`config.mk`:
```
export PLATFORM = sky130hd
export DESIGN_NAME = chromo_owner_dec
export DESIGN_NICKNAME = d
export VERILOG_FILES = /design/src/rtl/cod_pkg.sv /design/src/rtl/cod_ctrl.sv /design/src/rtl/cod_dpath.sv /design/src/rtl/chromo_owner_dec.sv
export SDC_FILE = /design/constraint.sdc
export NUM_CORES = 1
export LEC_CHECK = 0
export BUFFER_PORTS_ARGS = -buffer_cell sky130_fd_sc_hd__buf_2
export CAP_MARGIN = 15
export CORE_MARGIN = 2
export CORE_UTILIZATION = 55
export DETAILED_ROUTE_END_ITERATION = 16
export PLACE_DENSITY = 0.79
export SLEW_MARGIN = 20
export SYNTH_ARGS = -nofsm -noshare
export SYNTH_HDL_FRONTEND = slang
export SYNTH_SLANG_ARGS = --single-unit
```
`constraint.sdc`:
```
create_clock -name clk -period 3 [get_ports clk]
set_input_delay 0.15 -clock clk [delete_from_list [all_inputs] [get_ports clk]]
set_output_delay 0.15 -clock clk [all_outputs]
set_load 0.03 [all_outputs]
```
`src/rtl/cod_pkg.sv`:
```
package cod_pkg;
  typedef struct packed {
    logic load;  // capture chromosome, seek first nonzero word
    logic step;  // consume one line of the current word
    logic hop;   // last line of the current word consumed, seek next word
  } codStrobes_t;
endpackage

```
`src/rtl/cod_ctrl.sv`:
```
module cod_ctrl
  import cod_pkg::*;
(
  input  logic        clk,
  input  logic        rstN,
  input  logic        lineAdv,
  input  logic        loopRestart,
  input  logic        remIsOne,
  input  logic        exhausted,
  output codStrobes_t strb
);
  logic advLive;

  always_comb begin
    advLive   = lineAdv && !loopRestart && !exhausted;
    strb.load = loopRestart;
    strb.step = advLive && !remIsOne;
    strb.hop  = advLive && remIsOne;
  end


  single_strobe_chk: assert property (@(posedge clk) disable iff (!rstN)
    $onehot0({strb.load, strb.step, strb.hop}));
endmodule

```
`src/rtl/cod_dpath.sv`:
```
module cod_dpath
  import cod_pkg::*;
#(
  parameter int PROC_BITS = 2,
  parameter int CNT_BITS  = 3,
  parameter int NUM_WORDS = 4,
  localparam int WORD_W   = PROC_BITS + CNT_BITS,
  localparam int CHROMO_W = NUM_WORDS * WORD_W,
  localparam int PTR_W    = (NUM_WORDS > 1) ? $clog2(NUM_WORDS) : 1
) (
  input  logic                 clk,
  input  logic                 rstN,
  input  logic [CHROMO_W-1:0]  chromoIn,
  input  codStrobes_t          strb,
  output logic                 remIsOne,
  output logic                 exhausted,
  output logic [PROC_BITS-1:0] curOwner
);
  logic [CHROMO_W-1:0] chromoReg;
  logic [PTR_W-1:0]    wordPtr;
  logic [CNT_BITS-1:0] remaining;
  logic [CHROMO_W-1:0] srcChromo;
  int                  startIdx;
  logic                found;
  logic [PTR_W-1:0]    foundIdx;
  logic [CNT_BITS-1:0] foundCnt;

  // search for the lowest word at or above startIdx with a nonzero count
  always_comb begin
    srcChromo = strb.load ? chromoIn : chromoReg;
    startIdx  = strb.load ? 0 : int'(wordPtr) + 1;
    found     = 1'b0;
    foundIdx  = '0;
    foundCnt  = '0;
    for (int k = NUM_WORDS - 1; k >= 0; k--) begin
      if (k >= startIdx && srcChromo[k*WORD_W +: CNT_BITS] != '0) begin
        found    = 1'b1;
        foundIdx = PTR_W'(k);
        foundCnt = srcChromo[k*WORD_W +: CNT_BITS];
      end
    end
  end

  always_ff @(posedge clk or negedge rstN) begin
    if (!rstN) begin
      chromoReg <= '0;
      wordPtr   <= '0;
      remaining <= '0;
      exhausted <= 1'b1;
    end else begin
      if (strb.load) chromoReg <= chromoIn;
      if (strb.load || strb.hop) begin
        if (found) begin
          wordPtr   <= foundIdx;
          remaining <= foundCnt;
          exhausted <= 1'b0;
        end else begin
          exhausted <= 1'b1;
          remaining <= '0;
        end
      end else if (strb.step) begin
        remaining <= remaining - 1'b1;
      end
    end
  end

  always_comb begin
    remIsOne = (remaining == CNT_BITS'(1));
    if (exhausted) curOwner = chromoReg[CHROMO_W-1 -: PROC_BITS];
    else           curOwner = chromoReg[int'(wordPtr)*WORD_W + CNT_BITS +: PROC_BITS];
  end


  no_zero_run_chk: assert property (@(posedge clk) disable iff (!rstN)
    !exhausted |-> remaining != '0);


  chromo_hold_chk: assert property (@(posedge clk) disable iff (!rstN)
    !strb.load |=> $stable(chromoReg));


  tail_sticky_chk: assert property (@(posedge clk) disable iff (!rstN)
    (exhausted && !strb.load) |=> exhausted);


  step_same_word_chk: assert property (@(posedge clk) disable iff (!rstN)
    strb.step |=> ($stable(wordPtr) && !exhausted));
endmodule

```
`src/rtl/chromo_owner_dec.sv`:
```
module chromo_owner_dec
  import cod_pkg::*;
#(
  parameter int PROC_BITS = 2,
  parameter int CNT_BITS  = 3,
  parameter int NUM_WORDS = 4,
  localparam int CHROMO_W = NUM_WORDS * (PROC_BITS + CNT_BITS)
) (
  input  logic                 clk,
  input  logic                 rstN,
  input  logic [CHROMO_W-1:0]  chromoIn,
  input  logic [PROC_BITS-1:0] selfId,
  input  logic                 lineAdv,
  input  logic                 loopRestart,
  output logic                 execFlag,
  output logic [PROC_BITS-1:0] ownerId
);
  codStrobes_t strb;
  logic        remIsOne;
  logic        exhausted;

  cod_ctrl ctrl_i (
    .clk(clk), .rstN(rstN), .lineAdv(lineAdv), .loopRestart(loopRestart),
    .remIsOne(remIsOne), .exhausted(exhausted), .strb(strb)
  );

  cod_dpath #(.PROC_BITS(PROC_BITS), .CNT_BITS(CNT_BITS), .NUM_WORDS(NUM_WORDS)) dpath_i (
    .clk(clk), .rstN(rstN), .chromoIn(chromoIn), .strb(strb),
    .remIsOne(remIsOne), .exhausted(exhausted), .curOwner(ownerId)
  );

  assign execFlag = (ownerId == selfId);


  owner_hold_chk: assert property (@(posedge clk) disable iff (!rstN)
    (!lineAdv && !loopRestart) |=> $stable(ownerId));
endmodule

```
==> parameters.txt <==
Parameter                              Value

Status
  Result of the run    finished, final reports clean

Synth
  Sequential area share after synthesis    0.410
  Number of enable-type register cells in the synthesized netlist    0
  Number of cells produced by synthesis    150
  Share of synthesized flip-flops with an asynchronous set or reset    1.00
  Synthesized netlist net count    180
  Cell area after synthesis    1590 um^2
  Synth cell types    44
  Average cell area after synthesis    10.6 um^2
  Top flip-flop cell by instance count after synthesis    sky130_fd_sc_hd__dfrtp_1
  Total of warnings raised by yosys    0
  Synthesized flop and latch total    26

Die
  Die height    about 58 um
  Core Footprint    between 2000 and 3000 um^2
  Effective utilization at floorplan    0.577
  Number of primary I/O pins    29
  Horizontal die dimension    57.8 um
  Site row count    19
  Area of the die    about 3300 um^2

Critical path
  Data arrival time at the worst-slack endpoint    around 2.5 ns
  Ordered cell list for the critical path    inv_1 > ha_1 > mux4_2 > mux2i_1 > o221ai_1 > xor2_1 > nor2_1 > buf_2
  Slowest stage delay, CP    0.54 ns
  R2R Setup Slk    about 0.60 ns
  Critical path start-end classification    reg -> out
  Critical path fanouts, max    13
  Required time at the worst-slack endpoint    2.85 ns
  Crit end category    output port
  Critical path launch point type    flip-flop
  Standard cell with the maximum stage delay on the critical path    sky130_fd_sc_hd__dfrtp_2

CTS
  TritonCTS sink count    26
  Number of H-tree levels    1
  Buffers from clock root to sink, at most    2
  Reg clk slew, reported paths    ~0.13 ns
  Post-CTS repair timing setup buffer count    0
  Source-to-sink clock delay at the later pin of the worst-skew pair    about 0.32 ns
  TritonCTS Buffers    3
  Clock tree from TritonCTS    done
  Clock Tree Root    sky130_fd_sc_hd__clkbuf_4

Detailed routing
  DR vias    1258
  Wirelength, routed    3270 um
  Remaining DRCs    0
  First-pass detailed-route iteration total    4
  Mean routed wirelength per cell    15.8 um
  Detailed router's first-iteration violation count    between 40 and 50
  Antenna Violating Nets Remaining    0
  Vias per inst    6.08

Timing
  Tightest Pin Transition    0.745 ns
  Hold Violations, Final    0
  Fmax    373 MHz
  Total setup violations reported at the end of the flow    0
  Max-slew headroom    0.503
  Smallest setup slack after layout    0.322 ns
  Post-route fraction of the period consumed by the critical path    0.893
  Fin Setup TNS    0 ns
  RSZ-0062 raised after global routing    no
  Count of final max-slew check failures    0
  Final clock skew    between 0.005 and 0.006 ns
  Min cycle time layout    2.68 ns

Pwr
  Worst VDD drop    652 uV
  Design internal power    0.757 mW
  Sw power    0.493 mW
  Portion of total power attributed to the clock network    0.141
  Switching Fraction    0.394
  Combinational fraction of design power    0.481
  Leakage Power    around 0.81 nW
  Power per cell area    703 nW/um^2
  Sequential Power Share    0.377

GRT
  Remaining global-route overflow    0
  Largest net degree at the start of global routing    42
  All-layer global routing usage    0.214
  First-pass GRT wire length    5490 um
  Initial antenna violation count    0
  Vias in the first global route    1252

Cells and area
  Post-layout net count    about 210
  Synth-to-Final Area Change    11.8%
  Ratio of cells with drive above 1 in the final layout    0.330
  Ant diodes    0
  Number of filler cells placed in the layout    240
  Share of the core filled with cells in the final layout    0.645
  Area of the multi-input gates    862 um^2
  Commonest non-fill, non-tap cells in the layout    sky130_fd_sc_hd__buf_2, sky130_fd_sc_hd__dfrtp_1, sky130_fd_sc_hd__nor2_1
  Final Instance Area    roughly 1800 um^2
  Commonest non-fill, non-tap cell in the layout    sky130_fd_sc_hd__buf_2
  Area taken by flip-flops and latches    between 600 and 700 um^2

Placement
  Post-detail-place hpwl    ~2500 um
  Routability Congestion    ~0.84
  IO Port Bufs    28
  Pre-CTS setup slack    about 0.50 ns
  Post-detailed-placement cell area    1730 um^2

Flow run
  Number of max-cap violations    0

Min path
  Class of the most critical hold timing path    in -> reg
## registers in the layout (all words and copies together) (netlist names)
| register | count |
|---|---|
| dpath_i.remaining | 3 |
| dpath_i.wordPtr | 2 |
| dpath_i.exhausted | 1 |
| dpath_i.chromoReg | 20 |
## final timing paths
check                                    from               endpoint  cells past startpoint
hold / removal                   chromoIn[19]  dpath_i.chromoReg[19]                      3
setup / recovery           dpath_i.wordPtr[0]               execFlag                      8
max in group asynchronous                rstN     dpath_i.wordPtr[0]                      2
min in group asynchronous                rstN  dpath_i.chromoReg[14]                      2
hold reg to reg             dpath_i.exhausted      dpath_i.exhausted                      2
setup reg to reg           dpath_i.wordPtr[0]   dpath_i.remaining[1]                      8
## layer usage
layer / wire [um] / track usage
met1: 1370 / 0.277
met2: 1660 / 0.378
met3: 175 / 0.0201
met4: 64 / 0.0698
met5: 0 / 0
## cell usage after synthesis, types with 2 or more instances
cell                       number  area share
sky130_fd_sc_hd__a21oi_1        8       0.025
sky130_fd_sc_hd__a31oi_1        4       0.016
sky130_fd_sc_hd__a32o_1         2       0.013
sky130_fd_sc_hd__buf_2          4       0.013
sky130_fd_sc_hd__buf_4          2      0.0094
sky130_fd_sc_hd__dfrtp_1       25        0.39
sky130_fd_sc_hd__ha_1           4       0.031
sky130_fd_sc_hd__inv_1         10       0.024
sky130_fd_sc_hd__mux2_1         2       0.014
sky130_fd_sc_hd__mux2_2        12       0.085
sky130_fd_sc_hd__mux2i_1        6       0.038
sky130_fd_sc_hd__mux4_2         4       0.057
sky130_fd_sc_hd__nand2_1        7       0.017
sky130_fd_sc_hd__nand2b_1       2      0.0079
sky130_fd_sc_hd__nor2_1        13       0.031
sky130_fd_sc_hd__nor2b_1        2      0.0079
sky130_fd_sc_hd__nor3_1         2      0.0063
sky130_fd_sc_hd__o21a_1         3       0.014
sky130_fd_sc_hd__o21ai_0        6       0.019
sky130_fd_sc_hd__o221ai_1       3       0.017
sky130_fd_sc_hd__o22ai_1        2      0.0079
sky130_fd_sc_hd__or2_2          2      0.0079
sky130_fd_sc_hd__or4_1          2      0.0094
sky130_fd_sc_hd__xor2_1         3       0.017
## layout make-up
type	count	area share
sequential	26	0.367
inverter	10	0.0211
multi-input combinational	107	0.485
tap	31	0.0218
clock buffer	4	0.0204
timing repair buffer	29	0.0844
## critical path, delay by kind of cell, from the launching register on
kind	cells	cell delay, ns
compound gates	1	0.17
fa+ha+maj	1	0.42
xor+xnor	1	0.18
flops	1	0.54
simple gates	1	0.11
mux	2	0.49
buf+inv	2	0.29
## kinds of logic (layout without fill, tap and decap cells)
kind of cell,Yosys count,count (layout),synth area share
adders and majority gates,4,4,0.0315
DFF,26,26,0.410
AOI/OAI and AO/OA,41,41,0.193
xor gates and xnor gates,3,3,0.0165
and+or+nand+nor,35,35,0.108
muxes,24,24,0.194
buffers and inverters,17,43,0.0480
## power groups by stage
stage | Sequential, mW | Combinational, mW | Clock [mW]
after floorplan | 0.445 | 0.500 | 0
after CTS | 0.471 | 0.603 | 0.180
after detailed placement | 0.479 | 0.597 | 0
after global placement | 0.474 | 0.578 | 0
final | 0.472 | 0.602 | 0.176
after global routing | 0.483 | 0.664 | 0.195
## metrics by stage
stage / hold slack [ns] / total power, mW / cells
2_1_floorplan: -0.146 / 0.945 / 150
3_3_place_gp: 0.175 / 1.05 / 202
3_5_place_dp: 0.181 / 1.08 / 202
4_1_cts: 0.0256 / 1.25 / 207
5_1_grt: 0.0381 / 1.34 / 207
6_report: 0.0272 / 1.25 / 207
## what timing repair did
action,CTS,global route
setup endpoints to repair,0,1
endpoints found under the hold margin,25,0
hold buffers,1,0
gates resized for setup,0,1
Power figures use the tool's default switching activity.
